==> src/rtl/drv_adj_pkg.sv <==
package drv_adj_pkg;
  localparam int LVL_W  = 2;
  localparam int BYTE_W = 8;

  typedef logic [LVL_W-1:0] lvl_t;

  // lane training byte, MSB first
  typedef struct packed {
    logic [1:0] rsvd;       // 7:6
    logic       emph_max;   // 5
    lvl_t       emph;       // 4:3
    logic       swing_max;  // 2
    lvl_t       swing;      // 1:0
  } lane_byte_t;

  localparam lvl_t SWING_LIMIT = 2'd2;

  function automatic lvl_t max_lvl(input lvl_t a, input lvl_t b);
    return (a > b) ? a : b;
  endfunction

  // pre-emphasis allowed for a given final swing
  function automatic lvl_t emph_ceiling(input lvl_t swing);
    case (swing)
      2'd0:    return 2'd3;
      2'd1:    return 2'd2;
      2'd2:    return 2'd1;
      default: return 2'd0;
    endcase
  endfunction
endpackage

==> src/rtl/dal_lane_mask.sv <==
module dal_lane_mask #(
  parameter int NUM_LANES = 4,
  parameter int CNT_W     = $clog2(NUM_LANES + 1)
) (
  input  logic [CNT_W-1:0]     lane_cnt,
  output logic [NUM_LANES-1:0] lane_active
);
  // counts above NUM_LANES simply enable every lane
  for (genvar k = 0; k < NUM_LANES; k++) begin : g_lane
    assign lane_active[k] = (int'(lane_cnt) > k);
  end
endmodule

==> src/rtl/dal_req_reduce.sv <==
module dal_req_reduce
  import drv_adj_pkg::*;
#(
  parameter int NUM_LANES = 4
) (
  input  logic [NUM_LANES-1:0]       lane_active,
  input  logic [NUM_LANES*LVL_W-1:0] req_flat,
  output lvl_t                       req_max
);
  always_comb begin
    req_max = '0;
    for (int k = 0; k < NUM_LANES; k++) begin
      if (lane_active[k]) req_max = max_lvl(req_max, req_flat[LVL_W*k +: LVL_W]);
    end
  end
endmodule

==> src/rtl/dal_level_clamp.sv <==
module dal_level_clamp
  import drv_adj_pkg::*;
(
  input  lvl_t       swing_pick,
  input  lvl_t       emph_pick,
  output lane_byte_t common_byte,
  output logic       swing_sat,
  output logic       emph_sat
);
  lvl_t swing_fin;
  lvl_t ceil_lvl;

  always_comb begin
    swing_sat = (swing_pick >= SWING_LIMIT);
    swing_fin = swing_sat ? SWING_LIMIT : swing_pick;
    ceil_lvl  = emph_ceiling(swing_fin);
    emph_sat  = (emph_pick >= ceil_lvl);

    common_byte           = '0;
    common_byte.swing     = swing_fin;
    common_byte.swing_max = swing_sat;
    common_byte.emph      = emph_sat ? ceil_lvl : emph_pick;
    common_byte.emph_max  = emph_sat;
  end
endmodule

==> src/rtl/dal_out_stage.sv <==
module dal_out_stage #(
  parameter int W       = 32,
  parameter bit REG_OUT = 1'b1
) (
  input  logic         clk,
  input  logic         rst_n,
  input  logic         clear,
  input  logic [W-1:0] set_d,
  input  logic         flag_d,
  output logic [W-1:0] set_q,
  output logic         flag_q
);
  if (REG_OUT) begin : g_reg
    always_ff @(posedge clk or negedge rst_n) begin
      if (!rst_n) begin
        set_q  <= '0;
        flag_q <= 1'b0;
      end else if (clear) begin
        set_q  <= '0;
        flag_q <= 1'b0;
      end else begin
        set_q  <= set_d;
        flag_q <= flag_d;
      end
    end
  end else begin : g_comb
    logic live;
    assign live   = rst_n && !clear;
    assign set_q  = live ? set_d : '0;
    assign flag_q = live && flag_d;
  end
endmodule

==> src/rtl/drv_adj_resolver.sv <==
module drv_adj_resolver
  import drv_adj_pkg::*;
#(
  parameter int NUM_LANES = 4,
  parameter bit REG_OUT   = 1'b1,
  localparam int CNT_W    = $clog2(NUM_LANES + 1),
  localparam int SET_W    = NUM_LANES * BYTE_W,
  localparam int REQ_W    = NUM_LANES * LVL_W
) (
  input  logic             clk,
  input  logic             rst_n,
  input  logic             clear,
  input  logic [CNT_W-1:0] lane_cnt,
  input  logic [REQ_W-1:0] swing_req,
  input  logic [REQ_W-1:0] emph_req,
  output logic [SET_W-1:0] lane_set,
  output logic             all_max_swing
);
  logic [NUM_LANES-1:0] lane_active;
  lvl_t                 swing_pick;
  lvl_t                 emph_pick;
  lane_byte_t           common_byte;
  logic                 swing_sat;
  logic                 emph_sat;
  logic [SET_W-1:0]     lane_set_d;
  logic [NUM_LANES-1:0] lane_at_max;
  logic                 all_max_d;

  dal_lane_mask #(.NUM_LANES(NUM_LANES), .CNT_W(CNT_W)) u_mask (
    .lane_cnt    (lane_cnt),
    .lane_active (lane_active)
  );

  dal_req_reduce #(.NUM_LANES(NUM_LANES)) u_swing_max (
    .lane_active (lane_active),
    .req_flat    (swing_req),
    .req_max     (swing_pick)
  );

  dal_req_reduce #(.NUM_LANES(NUM_LANES)) u_emph_max (
    .lane_active (lane_active),
    .req_flat    (emph_req),
    .req_max     (emph_pick)
  );

  dal_level_clamp u_clamp (
    .swing_pick  (swing_pick),
    .emph_pick   (emph_pick),
    .common_byte (common_byte),
    .swing_sat   (swing_sat),
    .emph_sat    (emph_sat)
  );

  for (genvar k = 0; k < NUM_LANES; k++) begin : g_fan
    lane_byte_t lane_b;
    assign lane_b                          = lane_active[k] ? common_byte : '0;
    assign lane_set_d[BYTE_W*k +: BYTE_W]  = lane_b;
    assign lane_at_max[k]                  = ~lane_active[k] | lane_b.swing_max;
  end

  assign all_max_d = (|lane_active) && (&lane_at_max);

  dal_out_stage #(.W(SET_W), .REG_OUT(REG_OUT)) u_out (
    .clk    (clk),
    .rst_n  (rst_n),
    .clear  (clear),
    .set_d  (lane_set_d),
    .flag_d (all_max_d),
    .set_q  (lane_set),
    .flag_q (all_max_swing)
  );

  // emph_sat is carried in the byte; keep the named wire visible
  logic emph_sat_seen;
  assign emph_sat_seen = emph_sat;
endmodule

==> config.mk <==
export PLATFORM = sky130hd
export DESIGN_NAME = drv_adj_resolver
export DESIGN_NICKNAME = d
export VERILOG_FILES = /design/src/rtl/drv_adj_pkg.sv /design/src/rtl/dal_lane_mask.sv /design/src/rtl/dal_req_reduce.sv /design/src/rtl/dal_level_clamp.sv /design/src/rtl/dal_out_stage.sv /design/src/rtl/drv_adj_resolver.sv
export SDC_FILE = /design/constraint.sdc
export NUM_CORES = 1
export LEC_CHECK = 0
export ABC_AREA = 1
export BUFFER_PORTS_ARGS = -buffer_cell sky130_fd_sc_hd__buf_2
export CAP_MARGIN = 20
export CORE_UTILIZATION = 49
export DETAILED_ROUTE_END_ITERATION = 7
export GPL_ROUTABILITY_DRIVEN = 0
export PLACE_DENSITY_LB_ADDON = 0.3
export SLEW_MARGIN = 10
export SYNTH_ARGS = -nofsm -noshare
export SYNTH_HDL_FRONTEND = slang
export SYNTH_SLANG_ARGS = --single-unit
==> constraint.sdc <==
create_clock -name clk -period 0.8 [get_ports clk]
set_input_delay 0.04 -clock clk [delete_from_list [all_inputs] [get_ports clk]]
set_output_delay 0.04 -clock clk [all_outputs]
set_load 0.02 [all_outputs]
==> results of run 1 <==
cell families after synthesis:
group,count (synthesis),synth area share [%]
DFF,21,35.0
and+or+nand+nor,80,26.5
adders and majority gates,19,15.8
AOI/OAI and AO/OA,15,7.74
other,1,0.250
buffers and inverters,47,14.7
metrics by stage:
step,setup WS (ns),cells,utilization [%],instance area [µm²]
global placement,-2.75,294,72.9,2060
CTS,-2.41,324,92.3,2610
detailed placement,-2.86,294,72.9,2060
floorplan,-2.58,190,-,1590
timing repair:
action	in CTS
pin swaps	37
gates resized for setup	90
hold buffers	1
setup endpoints to repair	46
setup buffers	30
endpoints found under the hold margin	21
==> flow_summary.toml, run 1 <==
[logic_synthesis]
yosysSeqAreaShare_pct = 35.0
synth_top_area_share_pct = 35.0
yosysWarnings = 0
synth_edf_count = 0
synthDistinctLibCells = 26
synth_area_leaders = "dfrtp_1 (35%), ha_1 (16%), inv_1 (8.2%)"
yosysTopAreaCell = "dfrtp_1"
avgSynthCellArea_um2 = 8.21
netlist_area_um2 = 1500
ys_async_sr_fraction_pct = 100
netlist_top_cells_count = "inv_1 (33), nand2_1 (28), nor2_1 (25)"
ys_seq_elements = 21
ys.flop_type = "dfrtp_1"
synthCells = 183
yosysMostFrequentCell = "inv_1"

[outcome]
status = "aborted with a tool error"
error = "[ERROR DPL-0038] Utilization greater than 100%, impossible to legalize"
haltStage = "global routing"

[floorplanning]
ios = 55
die_x_um = 57.4
initial_core_util_pct = 53.1
row_count = 19
die_h_um = 57.4

[clock_network]
root_buffer = "clkbuf_4"
htreeDepth = 1
numCtsBuffers = 3
cts_buffer_depth = 2
clkSinkCount = 21

[place]
post-dp-hpwl_um = 2340
io_buffers = 46

[sta]
endpoint_type = "register data pin"
grt_repair_worst_endpoint = "u_out.set_q[12]$_DFF_PN0_/D"

[global_routing]
grt_start_max_net_pins = 22
==> run 2, diff against run 1 <==
--- a/config.mk
+++ b/config.mk
@@ -8,10 +8,10 @@
 export ABC_AREA = 1
 export BUFFER_PORTS_ARGS = -buffer_cell sky130_fd_sc_hd__buf_2
 export CAP_MARGIN = 20
-export CORE_UTILIZATION = 49
+export CORE_UTILIZATION = 40
 export DETAILED_ROUTE_END_ITERATION = 7
 export GPL_ROUTABILITY_DRIVEN = 0
-export PLACE_DENSITY_LB_ADDON = 0.3
+export PLACE_DENSITY_LB_ADDON = 0.15
 export SLEW_MARGIN = 10
 export SYNTH_ARGS = -nofsm -noshare
 export SYNTH_HDL_FRONTEND = slang
==> flow_summary.toml, run 2 <==
[global_routing]
grt_pass1_wl_um = 6840
grt_start_max_net_pins = 22
grt.overflow.total = 0
grt_use_total_pct = 21.8
antenna_found_initial = 0
grt_pass1_vias = 1638

[clock_network]
cts_buffer_depth = 2
clkTransAtPathRegs_ns = 0.06
htreeDepth = 1
clkSinkCount = 21
numCtsBuffers = 3
cts_tree = "yes"
root_buffer = "clkbuf_8"

[cells_and_area]
regMostFlops = "u_out.set_q"
final_cell_mix = "buf_4 (63), buf_6 (34), inv_1 (26)"
final_common_cell = "buf_4"
fin_util_pct = 82.8
fillCellCount = 198
syn_to_final_growth_pct = 91.2
fin_nets = 341
fin_cells = 345
antennaDiodeCount = 0
largest_reg_flops = 20
drive_gt1_share_pct = 66.9
reg.largest.list = "u_out.set_q: 20 flops, u_out.flag_q: 1 flops"

[route]
vias = 1571
route.detailed.drc = 0
wl_per_cell_um = 12.6
first_pass_iters = 4
viasPerCell = 4.55
drtIter0Drc = 37
routed_wirelength_um = 4360
detail-route-antenna-nets = 0

[place]
post-dp-hpwl_um = 2460
io_buffers = 46
placed_cells = 307
dp_slack_ns = -2.90

[logic_synthesis]
avgSynthCellArea_um2 = 8.21
ys_seq_elements = 21
synthCells = 183
yosysMostFrequentCell = "inv_1"
netlist_area_um2 = 1500
synth_area_leaders = "dfrtp_1 (35%), ha_1 (16%), inv_1 (8.2%)"
yosysTopAreaCell = "dfrtp_1"
synth_edf_count = 0
synthDistinctLibCells = 26
synth_top_area_share_pct = 35.0
ys_async_sr_fraction_pct = 100
yosysSeqAreaShare_pct = 35.0
yosysWarnings = 0
netlist_top_cells_count = "inv_1 (33), nand2_1 (28), nor2_1 (25)"
ys.flop_type = "dfrtp_1"

[sta]
fin_crit_sh_pct = 427
min_period_ns = 3.41
rsz0062_at_grt = "yes"
hold_slack_ns = 0.0766
slew_violations = 0
setup_ws_ns = -2.61
hold_violations = 0
fmax_mhz = 293
setup_viol = 38

[floorplanning]
row_count = 21
die_area_um2 = 4010
coreArea_um2 = 3470
die_x_um = 63.3
initial_core_util_pct = 43.3
die_h_um = 63.3
ios = 55

[worst_hold_path]
hold_path_depth = 4
holdCritStartpoint = "clear"
hp-class = "input port to flop"
whs_endpoint = "u_out.set_q[13]$_DFF_PN0_"

[setup_path]
critPathKind = "input port to flop"
critPathMaxStageDelay_ns = 0.26
crit_buf_inv = 5
arrival_ns = 3.55
crit_slowest_cell = "ha_4"
crit_cells = 32
end_kind = "flop"
crit_fanout = 5
worstPathRequired_ns = 0.94
cp_common_cell = "nand2_1"
path_delay_family = "simple AND/OR/NAND/NOR gates"
critPathLaunchType = "input port"

[power]
power_density_nw_per_um2 = 1600
p_leak_nw = 1.53
ir_worst_vdd_mv = 0.847
power_w = 0.00459

[flow_run]
cap_violations = 0

[outcome]
status = "finished with violations"
violations = "setup timing"
## run 2: cell counts after synthesis
No cell type changed its count.
## run 2: routing by layer
layer	part of all wire, %	up-vias	global-route usage, %	wire [µm]
met5	0	-	0	0
met4	3.1	0	5.97	136
met3	4.0	13	1.63	176
met2	57	58	43.5	2500
met1	35	725	24.0	1540
li1	-	775	-	-
## run 2: area by class of cell
class,instances,area (µm²),share of cell area (%)
Clock buffer,4,45.0,1.57
Inverter,34,130,4.53
Multi-Input combinational cell,122,1130,39.3
Sequential cell,21,526,18.3
Tap cell,46,57.6,2.00
Timing Repair Buffer,118,986,34.3
## run 2: kinds of logic after synthesis
| logic type | after synthesis | share of synthesized area [%] |
|---|---|---|
| AND/OR/NAND/NOR | 80 | 26.5 |
| other | 1 | 0.250 |
| adder cells (fa/ha/maj) | 19 | 15.8 |
| AO/OA/AOI/OAI | 15 | 7.74 |
| flip-flops | 21 | 35.0 |
| buffers and inverters | 47 | 14.7 |
## run 2: how the worst max path moves through the flow
stage	from	endpoint	slack (ns)
after floorplan	lane_cnt[2]	u_out.set_q[12]$_DFF_PN0_	-2.58
after global placement	lane_cnt[1]	u_out.set_q[28]$_DFF_PN0_	-2.79
after detailed placement	lane_cnt[1]	u_out.set_q[28]$_DFF_PN0_	-2.90
after CTS	lane_cnt[1]	u_out.set_q[4]$_DFF_PN0_	-2.44
after global routing	lane_cnt[2]	u_out.set_q[4]$_DFF_PN0_	-2.83
final	lane_cnt[2]	u_out.set_q[28]$_DFF_PN0_	-2.61
## run 2: power by group
part | total [W] | internal [W] | switching (W) | leakage, nW
Sequential | 0.00125 | 0.00118 | 0.0000652 | 0.276
Clock | 0.000659 | 0.000354 | 0.000305 | 0.0228
Combinational | 0.00268 | 0.00137 | 0.00131 | 1.23
## run 2: timing repair
action,in CTS,in global routing
gates cloned,0,0
endpoints found under the setup margin,46,46
pin swaps,43,33
hold endpoints to repair,21,0
gates resized for setup,95,37
hold buffers,1,0
setup buffers,35,5
## run 2: stage by stage
step / TNS [ns] / instance area, µm²
2_1_floorplan: -41.74 / 1590
3_3_place_gp: -47.52 / 2070
3_5_place_dp: -48.96 / 2070
4_1_cts: -41.06 / 2710
5_1_grt: -47.78 / 2870
6_report: -43.21 / 2870
(Power assumes the default switching activity.)
==> run 3, diff against run 2 <==
--- a/config.mk
+++ b/config.mk
@@ -8,7 +8,7 @@
 export ABC_AREA = 1
 export BUFFER_PORTS_ARGS = -buffer_cell sky130_fd_sc_hd__buf_2
 export CAP_MARGIN = 20
-export CORE_UTILIZATION = 40
+export CORE_UTILIZATION = 30
 export DETAILED_ROUTE_END_ITERATION = 7
 export GPL_ROUTABILITY_DRIVEN = 0
 export PLACE_DENSITY_LB_ADDON = 0.15
==> flow_summary.toml, run 3 (same netlist as run 2, synthesis figures left out) <==
[outcome]
status = "finished with violations"
violations = "setup timing"

[global_routing]
antenna_found_initial = 0
grt_start_max_net_pins = 22
grt_use_total_pct = 12.3
grt.overflow.total = 0
grt_pass1_vias = 1294
grt_pass1_wl_um = 5130

[setup_path]
critPathLaunchType = "input port"
crit_buf_inv = 4
worstPathRequired_ns = 0.94
cp_common_cell = "nand2_1"
crit_end = "u_out.set_q[12]$_DFF_PN0_"
arrival_ns = 3.37
crit_path_start = "lane_cnt[2]"
critPathKind = "input port to flop"
end_kind = "flop"
crit_fanout = 4
crit_cells = 29
crit_slowest_cell = "ha_1"
critPathMaxStageDelay_ns = 0.27
path_delay_family = "simple AND/OR/NAND/NOR gates"

[route]
vias = 1406
route.detailed.drc = 0
viasPerCell = 4.01
detail-route-antenna-nets = 0
routed_wirelength_um = 3270
wl_per_cell_um = 9.33
first_pass_iters = 4
drtIter0Drc = 8

[sta]
setup_viol = 31
setup_ws_ns = -2.44
slew_violations = 0
hold_violations = 0
hold_slack_ns = 0.0914
min_period_ns = 3.24
rsz0062_at_grt = "yes"
fmax_mhz = 309
fin_crit_sh_pct = 404

[power]
power_density_nw_per_um2 = 1530
p_leak_nw = 1.43
ir_worst_vdd_mv = 0.548

[floorplanning]
coreArea_um2 = 4790
ios = 55
die_x_um = 72.8
die_area_um2 = 5300
die_h_um = 72.8
row_count = 25
initial_core_util_pct = 31.4

[flow_run]
cap_violations = 0

[cells_and_area]
syn_to_final_growth_pct = 78.2
antennaDiodeCount = 0
regMostFlops = "u_out.set_q"
final_cell_mix = "buf_4 (50), buf_6 (34), inv_1 (27)"
drive_gt1_share_pct = 61.3
reg.largest.list = "u_out.set_q: 20 flops, u_out.flag_q: 1 flops"
fin_cells = 351
final_common_cell = "buf_4"
largest_reg_flops = 20
fin_nets = 326

[clock_network]
cts_tree = "yes"
cts_buffer_depth = 2
clkTransAtPathRegs_ns = 0.07
numCtsBuffers = 3
root_buffer = "clkbuf_8"
clkSinkCount = 21
htreeDepth = 1

[place]
placed_cells = 332
io_buffers = 46
post-dp-hpwl_um = 2590

[worst_hold_path]
holdCritStartpoint = "clear"
hp-class = "input port to flop"
[run 3: cell types whose count changed in the layout (fill, tap and decap cells not counted), sizes merged]
cell  delta
buf     -15
[run 3: worst min-delay path by stage]
stage,to,slack [ns],cells after the start
floorplan,u_out.flag_q$_DFF_PN0_,-0.26,0
global placement,u_out.set_q[2]$_DFF_PN0_,0.007,1
detailed placement,u_out.set_q[2]$_DFF_PN0_,0.007,1
CTS,u_out.set_q[29]$_DFF_PN0_,0.09,4
global route,u_out.set_q[13]$_DFF_PN0_,0.10,4
finish,u_out.set_q[29]$_DFF_PN0_,0.09,4
[run 3: through the flow]
stage               power, W  area (µm²)  setup TNS (ns)  utilization [%]  worst slack (ns)
floorplan            0.00226        1590          -41.74                -             -2.58
global placement     0.00282        2120          -47.35             44.4             -2.78
detailed placement   0.00286        2120          -48.43             44.4             -2.86
CTS                  0.00389        2510          -40.84             52.5             -2.49
global route         0.00437        2680          -45.11             55.9             -2.69
finish               0.00409        2680          -40.28             55.9             -2.44
[run 3: area by class of cell]
class                           instances  area, µm²
Clock buffer                            4       45.0
Inverter                               34        130
Sequential cell                        21        526
Timing Repair Buffer                  103        858
Multi-Input combinational cell        122       1030
Tap cell                               67       83.8
Fill cell                             455       2110
[run 3: routing by layer]
layer | vias up | part of all wire, % | track usage [%]
met1 | 613 | 40 | 13.0
li1 | 747 | - | -
met5 | - | 0 | 0
met2 | 42 | 55 | 24.8
met3 | 4 | 4.2 | 1.24
met4 | 0 | 1.1 | 4.58
[run 3: repair_timing]
action / CTS / global route
pin swaps: 33 / 37
endpoints found under the hold margin: 21 / 0
hold buffers: 1 / 0
endpoints found under the setup margin: 41 / 46
gates cloned: 0 / 0
resized for setup: 71 / 35
setup buffers: 13 / 5
[run 3: power breakdown]
| group | switching [W] | total, W | internal, W |
|---|---|---|---|
| registers | 0.0000605 | 0.00124 | 0.00118 |
| logic | 0.00107 | 0.00220 | 0.00113 |
| clock network | 0.000294 | 0.000647 | 0.000353 |
| total | 0.00143 | 0.00409 | 0.00266 |
